[src/rtl/slt_pkg.sv]
package slt_pkg;
  typedef enum logic [1:0] {
    ST_IDLE = 2'd0,
    ST_RUN  = 2'd1,
    ST_DONE = 2'd2
  } slt_state_e;
endpackage

[src/rtl/slt_tx_gen.sv]
module slt_tx_gen #(
  parameter int NUM_CHARS    = 100,
  parameter int MAX_INFLIGHT = 2,
  parameter int DATA_W       = 8
) (
  input  logic              clk,
  input  logic              rst,
  input  logic              clear,
  input  logic              run,
  input  logic              tx_ready,
  input  logic              rx_seen,
  output logic              tx_valid,
  output logic [DATA_W-1:0] tx_data,
  output logic              sent_all
);
  localparam int CNT_W = $clog2(NUM_CHARS + 1);
  localparam int INF_W = $clog2(MAX_INFLIGHT + 1);
  localparam logic [CNT_W-1:0] CNT_END = CNT_W'(NUM_CHARS);
  localparam logic [INF_W-1:0] INF_MAX = INF_W'(MAX_INFLIGHT);

  logic [CNT_W-1:0] sent_q;
  logic [INF_W-1:0] infl_q;
  logic             fire;

  assign sent_all = (sent_q == CNT_END);
  assign tx_valid = run && !sent_all && (infl_q < INF_MAX);
  assign tx_data  = DATA_W'(sent_q);
  assign fire     = tx_valid && tx_ready;

  always_ff @(posedge clk) begin
    if (rst || clear) begin
      sent_q <= '0;
      infl_q <= '0;
    end else begin
      if (fire) sent_q <= sent_q + 1'b1;
      if (fire && !rx_seen) begin
        infl_q <= infl_q + 1'b1;
      end else if (!fire && rx_seen && (infl_q != '0)) begin
        infl_q <= infl_q - 1'b1;
      end
    end
  end


  infl_bound_chk: assert property (@(posedge clk) disable iff (rst)
    infl_q <= INF_MAX);


  tx_count_chk: assert property (@(posedge clk) disable iff (rst)
    sent_q <= CNT_END);


  tx_hold_chk: assert property (@(posedge clk) disable iff (rst)
    (tx_valid && !tx_ready && !clear) |=> (!run || (tx_valid && $stable(tx_data))));
endmodule

[src/rtl/slt_rx_check.sv]
module slt_rx_check #(
  parameter int NUM_CHARS = 100,
  parameter int DATA_W    = 8
) (
  input  logic              clk,
  input  logic              rst,
  input  logic              clear,
  input  logic              run,
  input  logic              rx_valid,
  input  logic [DATA_W-1:0] rx_data,
  input  logic              rx_parity_err,
  input  logic              rx_overrun,
  output logic              rx_seen,
  output logic              got_all,
  output logic              err_overrun,
  output logic              err_parity,
  output logic              err_data
);
  localparam int CNT_W = $clog2(NUM_CHARS + 1);
  localparam logic [CNT_W-1:0] CNT_END = CNT_W'(NUM_CHARS);

  logic [CNT_W-1:0]  rcvd_q;
  logic [DATA_W-1:0] expect_byte;

  assign got_all     = (rcvd_q == CNT_END);
  assign rx_seen     = run && rx_valid && !got_all;
  assign expect_byte = DATA_W'(rcvd_q);

  always_ff @(posedge clk) begin
    if (rst || clear) begin
      rcvd_q      <= '0;
      err_overrun <= 1'b0;
      err_parity  <= 1'b0;
      err_data    <= 1'b0;
    end else if (rx_seen) begin
      rcvd_q <= rcvd_q + 1'b1;
      if (rx_overrun)              err_overrun <= 1'b1;
      if (rx_parity_err)           err_parity  <= 1'b1;
      if (rx_data != expect_byte)  err_data    <= 1'b1;
    end
  end


  ovr_sticky_chk: assert property (@(posedge clk) disable iff (rst)
    (err_overrun && !clear) |=> err_overrun);


  par_sticky_chk: assert property (@(posedge clk) disable iff (rst)
    (err_parity && !clear) |=> err_parity);


  data_sticky_chk: assert property (@(posedge clk) disable iff (rst)
    (err_data && !clear) |=> err_data);


  idle_ignore_chk: assert property (@(posedge clk) disable iff (rst)
    (!run && !clear) |=> $stable(rcvd_q));
endmodule

[src/rtl/slt_timeout.sv]
module slt_timeout #(
  parameter int TIMEOUT_CYCLES = 1000
) (
  input  logic clk,
  input  logic rst,
  input  logic clear,
  input  logic run,
  input  logic kick,
  output logic expired
);
  localparam int TO_W = $clog2(TIMEOUT_CYCLES + 1);
  localparam logic [TO_W-1:0] TO_LAST = TO_W'(TIMEOUT_CYCLES - 1);
  localparam logic [TO_W-1:0] TO_FULL = TO_W'(TIMEOUT_CYCLES);

  logic [TO_W-1:0] idle_q;

  always_ff @(posedge clk) begin
    if (rst || clear) begin
      idle_q  <= '0;
      expired <= 1'b0;
    end else if (kick) begin
      idle_q <= '0;
    end else if (run && !expired) begin
      idle_q <= idle_q + 1'b1;
      if (idle_q == TO_LAST) expired <= 1'b1;
    end
  end


  to_bound_chk: assert property (@(posedge clk) disable iff (rst)
    idle_q <= TO_FULL);


  to_sticky_chk: assert property (@(posedge clk) disable iff (rst)
    (expired && !clear) |=> expired);
endmodule

[src/rtl/serial_loopback_tester.sv]
module serial_loopback_tester
  import slt_pkg::*;
#(
  parameter int NUM_CHARS      = 100,
  parameter int MAX_INFLIGHT   = 2,
  parameter int TIMEOUT_CYCLES = 1000,
  parameter int DATA_W         = 8,
  parameter int LED_W          = 8,
  parameter int PASS_LED_BIT   = 5
) (
  input  logic              clk,
  input  logic              rst,
  input  logic              start_i,
  output logic              tx_valid_o,
  output logic [DATA_W-1:0] tx_data_o,
  input  logic              tx_ready_i,
  input  logic              rx_valid_i,
  input  logic [DATA_W-1:0] rx_data_i,
  input  logic              rx_parity_err_i,
  input  logic              rx_overrun_i,
  output logic              busy_o,
  output logic              done_o,
  output logic              pass_o,
  output logic              err_overrun_o,
  output logic              err_parity_o,
  output logic              err_data_o,
  output logic              err_timeout_o,
  output logic [LED_W-1:0]  led_o
);
  slt_state_e       state_q;
  logic             run, start_go, finish, pass_next;
  logic             rx_seen, got_all, sent_all, expired;
  logic             pass_q;
  logic [LED_W-1:0] led_q;

  assign run       = (state_q == ST_RUN);
  assign start_go  = start_i && !run;
  assign finish    = run && (got_all || expired);
  assign pass_next = got_all && !expired && !err_overrun_o && !err_parity_o && !err_data_o;

  slt_tx_gen #(
    .NUM_CHARS(NUM_CHARS), .MAX_INFLIGHT(MAX_INFLIGHT), .DATA_W(DATA_W)
  ) u_tx (
    .clk(clk), .rst(rst), .clear(start_go), .run(run),
    .tx_ready(tx_ready_i), .rx_seen(rx_seen),
    .tx_valid(tx_valid_o), .tx_data(tx_data_o), .sent_all(sent_all)
  );

  slt_rx_check #(
    .NUM_CHARS(NUM_CHARS), .DATA_W(DATA_W)
  ) u_rx (
    .clk(clk), .rst(rst), .clear(start_go), .run(run),
    .rx_valid(rx_valid_i), .rx_data(rx_data_i),
    .rx_parity_err(rx_parity_err_i), .rx_overrun(rx_overrun_i),
    .rx_seen(rx_seen), .got_all(got_all),
    .err_overrun(err_overrun_o), .err_parity(err_parity_o), .err_data(err_data_o)
  );

  slt_timeout #(
    .TIMEOUT_CYCLES(TIMEOUT_CYCLES)
  ) u_to (
    .clk(clk), .rst(rst), .clear(start_go), .run(run),
    .kick(rx_seen), .expired(expired)
  );

  always_ff @(posedge clk) begin
    if (rst) begin
      state_q <= ST_IDLE;
      pass_q  <= 1'b0;
      led_q   <= '0;
    end else if (start_go) begin
      state_q <= ST_RUN;
      pass_q  <= 1'b0;
      led_q   <= '0;
    end else if (finish) begin
      state_q <= ST_DONE;
      pass_q  <= pass_next;
      led_q   <= {{(LED_W-1){1'b0}}, pass_next} << PASS_LED_BIT;
    end
  end

  assign busy_o        = run;
  assign done_o        = (state_q == ST_DONE);
  assign pass_o        = pass_q;
  assign err_timeout_o = expired;
  assign led_o         = led_q;


  pass_needs_done_chk: assert property (@(posedge clk) disable iff (rst)
    pass_o |-> done_o);


  done_quiet_chk: assert property (@(posedge clk) disable iff (rst)
    done_o |-> !tx_valid_o);


  finish_sent_chk: assert property (@(posedge clk) disable iff (rst)
    (run && got_all) |-> sent_all);


  timeout_fails_chk: assert property (@(posedge clk) disable iff (rst)
    (done_o && err_timeout_o) |-> !pass_o);


  led_pass_chk: assert property (@(posedge clk) disable iff (rst)
    led_o[PASS_LED_BIT] == pass_o);


  busy_start_chk: assert property (@(posedge clk) disable iff (rst)
    (run && start_i && !finish) |=> run);
endmodule

[config.mk]
export PLATFORM = sky130hd
export DESIGN_NAME = serial_loopback_tester
export DESIGN_NICKNAME = d
export VERILOG_FILES = /design/src/rtl/slt_pkg.sv /design/src/rtl/slt_tx_gen.sv /design/src/rtl/slt_rx_check.sv /design/src/rtl/slt_timeout.sv /design/src/rtl/serial_loopback_tester.sv
export SDC_FILE = /design/constraint.sdc
export NUM_CORES = 1
export LEC_CHECK = 0
export BUFFER_PORTS_ARGS = -buffer_cell sky130_fd_sc_hd__buf_2
export CORE_UTILIZATION = 38
export CTS_CLUSTER_DIAMETER = 50
export DETAILED_ROUTE_END_ITERATION = 8
export PLACE_DENSITY_LB_ADDON = 0.15
export SLEW_MARGIN = 20
export SYNTH_ARGS = -nofsm -noshare
export SYNTH_HDL_FRONTEND = slang
export SYNTH_SLANG_ARGS = --single-unit
[constraint.sdc]
create_clock -name clk -period 2.5 [get_ports clk]
set_clock_uncertainty 0.1 [all_clocks]
set_input_delay 0.125 -clock clk [delete_from_list [all_inputs] [get_ports clk]]
set_output_delay 0.125 -clock clk [all_outputs]
set_load 0.02 [all_outputs]
# Word-level counts from Yosys, hierarchy flattened
# Cells that the tools add are included.
[op_classes]
n_addsub = 5
magnitude_cmp = 1
eq_ne = 6
muxes = 4
bitwise = 1
reduce_logical = 35
[ops]
columns = ["operator", "count"]
rows = [
  ["logical AND 1 bit", 15],
  ["adder 7 x 1 -> 7 bit, second input constant", 2],
  ["== test 7 bit, second input constant", 2],
  ["adder 10 x 1 -> 10 bit, second input constant", 1],
  ["== test 10 bit, second input constant", 1],
  ["zero test 1 bit", 9],
  ["inequality test 8 x 7 -> 1 bit", 1],
  ["AND reduction 2 bit", 3],
  ["nonzero test 2 bit", 3],
  ["2-to-1 mux 2 bit", 2],
  ["OR reduction 2 bit", 2],
  ["AND reduction 3 bit", 1],
  ["adder 2 x 1 -> 2 bit, second input constant", 1],
  ["== test 2 x 1 -> 1 bit, second input constant", 1],
  ["== test 2 bit, second input constant", 1],
  ["logical OR 1 bit", 2],
  ["less-than comparator 2 bit, second input constant", 1],
  ["2-to-1 mux 1 bit", 2],
  ["subtractor 2 x 1 -> 2 bit, second input constant", 1],
  ["inverter 1 bit", 1],
]
[word_totals]
ff_bits = 33
word_cells = 63

# Depth between registers and ports, before layout
# Gate-level depths: netlist (run 1).
[depth]
depth_word = 10
depth_mapped = 7
ltp_nobuf = 6

# Modules after synthesis
# From an unflattened synthesis (run 1), not the netlist that was laid out.
[hier_totals]
hier_cells = 197
area_unflattened_um2 = 1749.2
[by_module_without_submodules]
columns = ["module", "n_inst", "cells_each", "area_each_um2", "seq_area_each_um2"]
rows = [
  ["slt_rx_check", 1, 59, 524.3, 200.2],
  ["slt_timeout", 1, 56, 524.3, 220.2],
  ["slt_tx_gen", 1, 56, 496.7, 180.2],
  ["serial_loopback_tester", 1, 26, 203.9, 60.1],
]

# Worst setup path after synthesis (run 1)
# OpenSTA, ideal clock, no wires.
[synth_timing]
path_type = "flip-flop to flip-flop"
start = "register u_tx.sent_q[0]"
end = "register u_tx.sent_q[4]"
t_arrival_ns = 1.720
required_time_ns = 2.330
slack_ns = 0.610
stages_incl_launch_ff = 7
n_path_buf = 1
synth_period_minus_slack_ns = 1.890
path_cell_list = "dfxtp_1 inv_1 ha_1 a31o_2 buf_6 or4_1 a21oi_1"
[synth_via]
elab_chain_len = 5
word_cells_on_any_way = 6
[synth_lines]
columns = ["element", "line", "source"]
rows = [
  ["start: declaration", "slt_tx_gen.sv:21", "logic [CNT_W-1:0] sent_q;"],
  ["start signal: assignment", "slt_tx_gen.sv:35", "if (fire) sent_q <= sent_q + 1'b1;"],
  ["branches (longest 5 deep; another with adder 7 x 1 -> 7 bit)", "-", ""],
]
# Parallel ways; which one is timed is not known.
# A chain may end at the register's enable or synchronous reset.

# Worst setup path after layout (run 1)
[layout_timing]
start = "register u_rx.rcvd_q[0]"
end = "register u_to.idle_q[3]"
[layout_via]
elab_chain_len = 4
[layout_lines]
columns = ["element", "line", "source"]
rows = [
  ["start: declaration", "slt_rx_check.sv:22", "logic [CNT_W-1:0] rcvd_q;"],
  ["start signal: assignment", "slt_rx_check.sv:36", "rcvd_q <= rcvd_q + 1'b1;"],
  ["== test 7 bit", "slt_rx_check.sv:25", "assign got_all = (rcvd_q == CNT_END);"],
  ["zero test 1 bit", "slt_rx_check.sv:26", "assign rx_seen = run && rx_valid && !got_all;"],
  ["logical AND 1 bit", "slt_rx_check.sv:26", ""],
  ["OR reduction 2 bit (no line)", "-", ""],
  ["end signal: assignment", "slt_timeout.sv:24", "idle_q <= idle_q + 1'b1;"],
  ["end: declaration", "slt_timeout.sv:15", "logic [TO_W-1:0] idle_q;"],
]
# No other way between the ends.

==> results of run 1 <==
## Yosys cell counts (all sizes together) (4+ instances only)
cell type,number
nand2,9
xnor2,13
dfxtp,33
or4,4
buf,13
xor2,10
a21oi,14
nor2,22
inv,10
ha,5
nand4,8
## path summary, 6_finish.rpt
path,depth (start not counted),slack (ps),endpoint,startpoint
worst max register to register,6,520,u_to.idle_q[3],u_rx.rcvd_q[0]
worst min-delay path,3,50,state_q[0],start_i
worst min register to register,2,380,u_rx.err_data,u_rx.err_data
worst max-delay path,6,520,u_to.idle_q[3],u_rx.rcvd_q[0]
## through the flow
stage / total power [mW] / cells / setup slack, ps / utilization
2_1_floorplan: 0.6333 / 200 / 610.5 / -
3_3_place_gp: 0.6516 / 266 / 542.0 / 0.4460
3_5_place_dp: 0.6512 / 266 / 490.7 / 0.4460
4_1_cts: 1.031 / 277 / 480.8 / 0.4731
5_1_grt: 1.072 / 277 / 309.9 / 0.4731
6_report: 1.014 / 277 / 520.9 / 0.4731
## cell usage in the layout (no fill, tap or decap), types with 4 or more instances in the layout
cell	instances
sky130_fd_sc_hd__dfxtp_1	33
sky130_fd_sc_hd__conb_1	8
sky130_fd_sc_hd__buf_2	30
sky130_fd_sc_hd__xnor2_1	13
sky130_fd_sc_hd__inv_1	10
sky130_fd_sc_hd__xor2_1	10
sky130_fd_sc_hd__nand2_1	9
sky130_fd_sc_hd__ha_1	5
sky130_fd_sc_hd__nor2_1	22
sky130_fd_sc_hd__nand4_1	8
sky130_fd_sc_hd__or4_1	4
sky130_fd_sc_hd__clkbuf_8	5
sky130_fd_sc_hd__a21oi_1	14
## per-layer routing
metal	up-vias	GRT usage	part of all wire
li1	723	-	-
met1	624	0.2149	0.52
met2	28	0.2342	0.42
met3	7	0.04441	0.043
met4	0	0.06633	0.014
met5	-	0	0
## worst min-delay path, cell delays in order
cell,delay [ps]
sky130_fd_sc_hd__buf_2,120
sky130_fd_sc_hd__nor2_1,80
sky130_fd_sc_hd__a211oi_1,50
## final cells by class
| type | count | area, um2 | area share |
|---|---|---|---|
| well taps | 50 | 62.56 | 0.03191 |
| multi-input cells | 142 | 929.6 | 0.4742 |
| flip-flops and latches | 33 | 660.6 | 0.3369 |
| clock inverters | 2 | 10.01 | 0.005105 |
| clock buffers | 6 | 72.57 | 0.03701 |
| repair buffers | 34 | 187.7 | 0.09572 |
| inverters | 10 | 37.54 | 0.01914 |
## report_power, final
| part | internal, mW | leakage (nW) | switching [mW] |
|---|---|---|---|
| sequential | 0.533 | 0.267 | 0.00783 |
| combinational | 0.0393 | 0.449 | 0.0619 |
| clock | 0.192 | 0.0450 | 0.179 |
| total | 0.765 | 0.761 | 0.249 |
## logic make-up after synthesis
kind of cell | Yosys count | synth area share
XOR/XNOR | 23 | 0.1183
adder cells (fa/ha/maj) | 5 | 0.03674
flip-flops | 33 | 0.3879
multiplexers | 2 | 0.01176
AO/OA/AOI/OAI | 33 | 0.1264
other | 1 | 0.002202
AND/OR/NAND/NOR | 71 | 0.2351
buffers and inverters | 25 | 0.08156
## flip-flops by register name (all words and copies together) (netlist names)
name	cells
u_to.expired	1
u_to.idle_q	10
u_rx.err_parity	1
u_rx.err_data	1
u_rx.err_overrun	1
u_tx.infl_q	2
u_rx.rcvd_q	7
u_tx.sent_q	7
pass_o	1
state_q	2
## what timing repair did
action                                  4_1_cts  5_1_grt
setup buffers                                 0        0
hold buffers                                  3        0
endpoints found under the setup margin        0        0
hold endpoints to repair                      3        0
==> metrics.md, run 1 <==
| Metric | Value |
|---|---|
| Final-report setup violation count | 0 |
| Number of nets still failing antenna checks after routing | 0 |
| Slowest CP cell | sky130_fd_sc_hd__o21a_1 |
| Mapped Cells | between 150 and 200 |
| Maximum net fanout on the critical path | 11 |
| Number of buffers and inverters on the critical path | 1 |
| Number of warnings reported in the yosys synthesis log | 0 |
| H-tree levels | 2 |
| CTS Buf Count | 5 |
| Total core area | ~0.0041 mm2 |
| Vert. Die Dim | about 69 um |
| Initial antenna violation count | 0 |
| Cell Pwr Density | 517.0 mW/mm2 |
| Min cycle time layout | 1979 ps |
| Maximum resistive drop on vdd | ~0.00023 V |
| Global-route wire length before repair | 5554 um |
| Largest net degree at the start of global routing | 22 |
| Number of synthesized register bits | 33 |
| Total via count in the routed design | around 1,400 |
| Setup_tns | 0 ps |
| Clock Pin Slew Worst Setup and Hold Paths | about 60 ps |
| Synth unique cells | 45 |
| Number of endpoints with negative hold slack in the final report | 0 |
| Cell area after layout | ~0.0020 mm2 |
| Starting density of the core | 0.4109 |
| Cells taking the most area after synthesis | sky130_fd_sc_hd__dfxtp_1, sky130_fd_sc_hd__xnor2_1, sky130_fd_sc_hd__xor2_1 |
| Area share of the largest cell type after synthesis | 0.3880 |
| Average cell area after synthesis | approximately 8.8 um2 |
| Placed instance area | 0.001848 mm2 |
| Data required time of the worst path | between 2000 and 3000 ps |
| Layout overhead on the synthesized area | 15.14% |
| First-iteration detailed-routing DRC count | 59 |
| CP Cell Sequence | inv_1 > ha_1 > nand4b_1 > o21a_1 > nand2b_1 > nor2_1 |
| Full die area | 0.004753 mm2 |
| Highest attainable clock frequency | 505.3 MHz |
| Fillcell total | 412 |
| Data arrival time of the worst path | 2030 ps |
| Quantity of gates resized following cts | 0 |
| Synth Flop Type | sky130_fd_sc_hd__dfxtp_1 |
| PortBufs | 30 |
| Max Cap Viol | 0 |
| Part of the cycle the worst path needs | 0.7916 |
| Count of antenna diodes in the layout | 0 |
| Post-DP HPWL | between 2000 and 2500 um |
| Total detailed-routing wirelength | 3331 um |
| Nature of the critical path endpoint | register |
| Initial DRT Pass Iterations | 4 |
| Layout cells sized above 1 | 0.1894 |
| Synthesized cell area | ~0.0017 mm2 |
| Wirelength per Cell | 12.03 um |
| Worst Setup Start Kind | register |
| Smallest hold slack | 53.39 ps |
| Total global routing overflow | 0 |
| Count of flip-flops with a built-in enable after synthesis | 0 |
| TritonCTS clock tree | yes |
| Setup repair after global routing missed its margin | no |
| Clock root cell | sky130_fd_sc_hd__clkbuf_8 |
| Rows | 23 |
| Buffer depth of the longest clock path | 2 |
| Final net count | between 200 and 250 |
| Worst-skew pair later-pin latency | approximately 270 ps |
| Type of the worst min-delay path | in2reg |
| Ratio of routed vias to standard cells | 4.989 |
| Synth area leader | sky130_fd_sc_hd__dfxtp_1 |
| Cell class contributing the biggest share of worst-path delay | simple AND/OR/NAND/NOR gates |
| Die width | ~69 um |
| Vias in the first global route | 1,238 |
| IO Count | 39 |
| Share of flip-flops with an asynchronous set or reset | 0 |
| Combined global-route utilization of all metal layers | 0.1588 |
| Start-to-end type of the worst setup path | reg2reg |
| Count of clock tree sinks | 33 |
| Leakage power | between 0.7 and 0.8 nW |
| Share of synthesized area occupied by flip-flops and latches | 0.3880 |
| Final Wtd Congestion | just over 0.7 |
| Status | complete, no violations |
| DRC violation count after routing | 0 |
| Largest stage delay on the critical path | around 420 ps |
| Max-slew violation count | 0 |
No activity file was read; power rests on OpenSTA's default activity.
==> run 2: changes to the inputs <==
- clock period: 2.5 -> 2.05 ns (I/O delays scaled with it)
==> run 2 against run 1 <==
Compared with the run above: global-route usage rose by 0.24 points; sequential cell count did not move; die area did not move; non-clock buffer count rose by 6; register-to-register slack got worse by 340 ps; wire length rose by 4.9%; total power rose by 31%; critical endpoint is now u_tx.sent_q[6]; largest cell class unchanged.
==> metrics.md, run 2 (synthesis results as in run 1) <==
| Metric | Value |
|---|---|
| Status | complete, no violations |
| Maximum net fanout on the critical path | 10 (-1) |
| Data arrival time of the worst path | 1980 ps (-50 ps) |
| Vert. Die Dim | 68.94 um (unchanged) |
| Type of the worst min-delay path | in2reg |
| Layout overhead on the synthesized area | 18.88% |
| Register with the most flip-flops | u_to.idle_q |
| Final Util | 0.4885 (+0.01540) |
| Initial antenna violation count | 0 (unchanged) |
| Minimum setup slack after placement | 209.1 ps (-281.6 ps) |
| Total global routing overflow | 0 (unchanged) |
| Number of flip-flops in the largest register | 10 (unchanged) |
| Start-to-end type of the worst setup path | reg2reg |
| H-tree levels | 2 (unchanged) |
| Min cycle time layout | 1871 ps (-108.5 ps) |
| Highest attainable clock frequency | 534.6 MHz (+5.8%) |
| Final net count | 252 (+2.4%) |
| Worst path setup slack after routing | 179.4 ps (-341.5 ps) |
| Buffer depth of the longest clock path | 2 (unchanged) |
| Slowest CP cell | sky130_fd_sc_hd__dfxtp_1 |
| Final Wtd Congestion | 0.7521 (+5.2%) |
| PortBufs | 30 (unchanged) |
| Ratio of routed vias to standard cells | 5.039 (+1.0%) |
| Part of the cycle the worst path needs | 0.9125 (+0.1208) |
| Count of antenna diodes in the layout | 0 (unchanged) |
| TritonCTS clock tree | yes |
| Total core area | 0.004144 mm2 (unchanged) |
| Final-report setup violation count | 0 (unchanged) |
| Worst Hold Launch | start_i |
| Number of endpoints with negative hold slack in the final report | 0 (unchanged) |
| Nature of the critical path endpoint | register |
| Worst Setup Start Kind | register |
| Number of buffers and inverters on the critical path | 0 (-1) |
| Combined global-route utilization of all metal layers | 0.1612 (+0.002418) |
| Worst-skew pair later-pin latency | 280 ps (about the same) |
| Maximum resistive drop on vdd | 0.0004397 V (+90%) |
| Initial DRT Pass Iterations | 4 (unchanged) |
| First-iteration detailed-routing DRC count | 54 (-8.5%) |
| CP Cell Sequence | nand2b_2 > a311o_1 > or4_1 > a21oi_1 |
| Count of clock tree sinks | 33 (unchanged) |
| Cell Pwr Density | 654.5 mW/mm2 (+27%) |
| Crit. Startpoint | state_q[0] |
| Setup repair after global routing missed its margin | no |
| Largest net degree at the start of global routing | 22 (unchanged) |
| Data required time of the worst path | 2160 ps (-400 ps) |
| Fillcell total | 431 (+4.6%) |
| Reg-to-reg critical path startpoint | state_q[0] |
| IO Count | 39 (unchanged) |
| Tot Pwr | 1.325 mW (+31%) |
| Total detailed-routing wirelength | 3493 um (+4.9%) |
| Starting density of the core | 0.4109 (unchanged) |
| Setup slack, reg-to-reg | 180 ps (-340 ps) |
| Global-route wire length before repair | 5637 um (+1.5%) |
| Max Cap Viol | 0 (unchanged) |
| Clock Pin Slew Worst Setup and Hold Paths | 70 ps (about the same) |
| Layout cells sized above 1 | 0.2146 (+0.02516) |
| Rows | 23 (unchanged) |
| Total via count in the routed design | 1,426 (+3.2%) |
| Leading cell type in the layout, fill and taps excluded | sky130_fd_sc_hd__dfxtp_1 |
| Cell class contributing the biggest share of worst-path delay | simple AND/OR/NAND/NOR gates |
| Clock root cell | sky130_fd_sc_hd__clkbuf_8 |
| Setup_tns | 0 ps (unchanged) |
| Number of nets still failing antenna checks after routing | 0 (unchanged) |
| CTS Buf Count | 5 (unchanged) |
| Quantity of gates resized following cts | 0 (unchanged) |
| Vias in the first global route | 1,246 (+0.65%) |
| Post-CTS Repair Setup Buffers | 0 (unchanged) |
| Post-DP HPWL | 2529 um (+2.2%) |
| Die width | 68.94 um (unchanged) |
| Largest registers | u_to.idle_q x10, u_rx.rcvd_q x7, u_tx.sent_q x7 |
| Max-slew violation count | 0 (unchanged) |
| DRC violation count after routing | 0 (unchanged) |
| Largest stage delay on the critical path | 530 ps (+110 ps) |
| Wirelength per Cell | 12.34 um (+2.6%) |
| Full die area | 0.004753 mm2 (unchanged) |
| Smallest hold slack | 26.80 ps (-26.58 ps) |
| Top library cells by usage in the layout, fill and taps aside | sky130_fd_sc_hd__dfxtp_1, sky130_fd_sc_hd__buf_2, sky130_fd_sc_hd__nor2_1 |
| Leakage power | 0.7990 nW (+5.0%) |
==> run 2: cell types whose count changed in the layout (fill, tap and decap cells not counted), sizes merged <==
cell / delta
buf: +6
clkbuf: +1
clkinv: -1
==> run 2: repair_timing <==
| action | 4_1_cts | 5_1_grt |
|---|---|---|
| hold endpoints to repair | 3 | 0 |
| hold buffers | 3 | 0 |
| setup endpoints to repair | 0 | 0 |
==> run 2: worst min-delay path, delay by kind of cell <==
kind / cells / cell delay (ps)
compound gates: 1 / 50
buf+inv: 1 / 120
simple gates: 1 / 80
==> run 2: through the flow <==
stage          cell area [um2]  std cells
2_1_floorplan             1729        200
3_3_place_gp              1893        272
3_5_place_dp              1893        272
4_1_cts                   2024        283
5_1_grt                   2024        283
6_report                  2024        283
==> run 2: report_power, final <==
| part | total (mW) | internal (mW) | switching (mW) | leakage (nW) |
|---|---|---|---|---|
| Clock | 0.535 | 0.303 | 0.232 | 0.0542 |
| Sequential | 0.662 | 0.650 | 0.0118 | 0.267 |
| Combinational | 0.128 | 0.0525 | 0.0756 | 0.478 |
| Total | 1.33 | 1.01 | 0.319 | 0.799 |
==> run 2: cell type report <==
class | instances | area, um2 | area share
clock inverters | 1 | 5.005 | 0.002472
well taps | 50 | 62.56 | 0.03090
clock buffers | 7 | 96.34 | 0.04759
multi-input cells | 142 | 929.6 | 0.4592
repair buffers | 40 | 232.7 | 0.1150
flip-flops and latches | 33 | 660.6 | 0.3263
inverters | 10 | 37.54 | 0.01854
==> run 2: worst paths after layout <==
check / to / cells after the start
max: u_tx.sent_q[6] / 4
min: state_q[0] / 3
max reg2reg: u_tx.sent_q[6] / 4
min reg2reg: u_rx.err_data / 2
==> run 2: metal layers <==
layer | global-route usage | vias up | wire length, um
li1 | - | 735 | -
met1 | 0.2166 | 656 | 1806
met2 | 0.2464 | 31 | 1508
met3 | 0.03947 | 4 | 141
met4 | 0.06122 | 0 | 36
met5 | 0 | - | 0
==> run 3: changes to the inputs <==
- clock period: 2.05 -> 2.3 ns (I/O delays scaled with it)
==> run 3 against run 2 <==
Compared with the run above: first-iteration DRC count is 13% lower; combinational power is 13% lower; die area stayed put; largest power group unchanged.
==> metrics.md, run 3 (synthesis results as in run 1) <==
| Metric | Value |
|---|---|
| Status | complete, no violations |
| H-tree levels | 2 (unchanged) |
| Data arrival time of the worst path | 1960 ps (-20 ps) |
| Count of clock tree sinks | 33 (unchanged) |
| Worst-case reg-to-reg path depth | 6 (+2) |
| PortBufs | 30 (unchanged) |
| Setup slack, reg-to-reg | 390 ps (+210 ps) |
| DRC violation count after routing | 0 (unchanged) |
| Register with the most flip-flops | u_to.idle_q |
| Start-to-end type of the worst setup path | reg2reg |
| Final-report setup violation count | 0 (unchanged) |
| First-iteration detailed-routing DRC count | 47 (-13%) |
| Post-DP HPWL | 2454 um (-3.0%) |
| Cell Pwr Density | 570.5 mW/mm2 (-13%) |
| Worst slew margin relative to its limit | 0.6631 |
| Data required time of the worst path | 2350 ps (+190 ps) |
| Detailed-route wire length on metal 1 | 1728 um (-4.3%) |
| Placed instance area | 0.001856 mm2 (-2.0%) |
| Total global routing overflow | 0 (unchanged) |
| Max Cap Viol | 0 (unchanged) |
| Total core area | 0.004144 mm2 (unchanged) |
| Combined global-route utilization of all metal layers | 0.1604 (-0.0008771) |
| Count of antenna diodes in the layout | 0 (unchanged) |
| Total via count in the routed design | 1,390 (-2.5%) |
| Die width | 68.94 um (unchanged) |
| Cell area after layout | 0.001972 mm2 (-2.6%) |
| Top library cells by usage in the layout, fill and taps aside | sky130_fd_sc_hd__dfxtp_1, sky130_fd_sc_hd__buf_2, sky130_fd_sc_hd__nor2_1 |
| Highest attainable clock frequency | 523.3 MHz (-2.1%) |
| Leading cell type in the layout, fill and taps excluded | sky130_fd_sc_hd__dfxtp_1 |
| Maximum resistive drop on vdd | 0.0003253 V (-26%) |
| Vert. Die Dim | 68.94 um (unchanged) |
| Vias in the first global route | 1,214 (-2.6%) |
| Minimum setup slack after placement | 425.7 ps (+216.6 ps) |
| R2r endpoint | u_to.idle_q[0] |
| Number of nets still failing antenna checks after routing | 0 (unchanged) |
| Starting density of the core | 0.4109 (unchanged) |
| Buffer depth of the longest clock path | 2 (unchanged) |
| Post-CTS Repair Setup Buffers | 0 (unchanged) |
| IO Count | 39 (unchanged) |
| Min cycle time layout | 1911 ps (+40.35 ps) |
| Largest net degree at the start of global routing | 22 (unchanged) |
| Final net count | 247 (-2.0%) |
| Worst path setup slack after routing | 389.1 ps (+209.6 ps) |
| Total length of routed met2 wires | 1414 um (-6.2%) |
| Rows | 23 (unchanged) |
| Critical Path End | u_to.idle_q[0] |
| Clock Pin Slew Worst Setup and Hold Paths | 70 ps (about the same) |
| CTS Buf Count | 5 (unchanged) |
| Quantity of gates resized following cts | 0 (unchanged) |
| Initial antenna violation count | 0 (unchanged) |
| Crit. Startpoint | u_rx.rcvd_q[0] |
| TritonCTS clock tree | yes |
| Setup repair after global routing missed its margin | no |
| Part of the cycle the worst path needs | 0.8308 (-0.08164) |
| Worst Setup Start Kind | register |
| Total detailed-routing wirelength | 3352 um (-4.0%) |
| Global-route wire length before repair | 5492 um (-2.6%) |
| Wirelength per Cell | 12.10 um (-2.0%) |
| Layout cells sized above 1 | 0.1894 (-0.02516) |
| Ratio of routed vias to standard cells | 5.018 (-0.41%) |
| Maximum net fanout on the critical path | 10 (unchanged) |
| Full die area | 0.004753 mm2 (unchanged) |
| Nature of the critical path endpoint | register |
| Transition time at the pin with the least slew margin | about 500 ps |
| Layout overhead on the synthesized area | 15.80% |
| Number of endpoints with negative hold slack in the final report | 0 (unchanged) |
| Worst-skew pair later-pin latency | 280 ps (about the same) |
| Routed wire length on met3 | 158 um (+12%) |
| Initial DRT Pass Iterations | 4 (unchanged) |
| Number of flip-flops in the largest register | 10 (unchanged) |
| Max-slew violation count | 0 (unchanged) |
| Final Wtd Congestion | 0.8140 (+8.2%) |
| Highest routing layer actually used | met4 |
| Largest registers | u_to.idle_q x10, u_rx.rcvd_q x7, u_tx.sent_q x7 |
| Clock root cell | sky130_fd_sc_hd__clkbuf_8 |
| Leakage power | 0.7656 nW (-4.2%) |
| Reg-to-reg critical path startpoint | u_rx.rcvd_q[0] |
| Type of the worst min-delay path | in2reg |
| Final Util | 0.4758 (-0.01268) |
| Setup_tns | 0 ps (unchanged) |
| Tot Pwr | 1.125 mW (-15%) |
[run 3: metrics by stage]
| step | instances | hold WS [ps] |
|---|---|---|
| global placement | 267 | 231.1 |
| global route | 277 | 47.51 |
| CTS | 277 | 28.00 |
| detailed placement | 267 | 227.5 |
| floorplan | 200 | 87.76 |
| finish | 277 | 40.87 |
[run 3: layout make-up]
cell class	count	area [um2]
Tap cell	50	62.56
Sequential cell	33	660.6
Multi-Input combinational cell	142	929.6
Fill cell	419	2172
Clock buffer	7	86.33
Inverter	10	37.54
Timing Repair Buffer	35	195.2
[run 3: power breakdown]
| group | leakage [nW] | total, mW | internal [mW] | switching (mW) |
|---|---|---|---|---|
| sequential | 0.267 | 0.589 | 0.580 | 0.00906 |
| clock | 0.0443 | 0.425 | 0.237 | 0.188 |
| combinational | 0.455 | 0.111 | 0.0439 | 0.0674 |
[run 3: worst min path at each step]
stage             from          to  cells past startpoint
6_report       start_i  state_q[0]                      3
5_1_grt        start_i  state_q[0]                      3
4_1_cts        start_i  state_q[0]                      3
3_5_place_dp       rst  state_q[0]                      2
3_3_place_gp       rst  state_q[0]                      2
2_1_floorplan      rst  state_q[0]                      1
[run 3: metal layers]
metal | global-route usage | vias to the layer above
met4 | 0.08418 | 0
met1 | 0.2206 | 625
met2 | 0.2257 | 37
li1 | - | 724
met5 | 0 | -
met3 | 0.04276 | 4
[run 3: what timing repair did]
action                     in CTS  in global routing
hold endpoints to repair        3                  0
setup endpoints to repair       0                  0
hold buffers                    3                  0
[run 3: worst max-delay path: stages (launching register included)]
cell and delay, ps:
sky130_fd_sc_hd__dfxtp_1 420, sky130_fd_sc_hd__inv_1 70, sky130_fd_sc_hd__ha_1 200, sky130_fd_sc_hd__nand4b_1 180, sky130_fd_sc_hd__o21a_1 320, sky130_fd_sc_hd__nand2b_1 400, sky130_fd_sc_hd__nor2_1 100
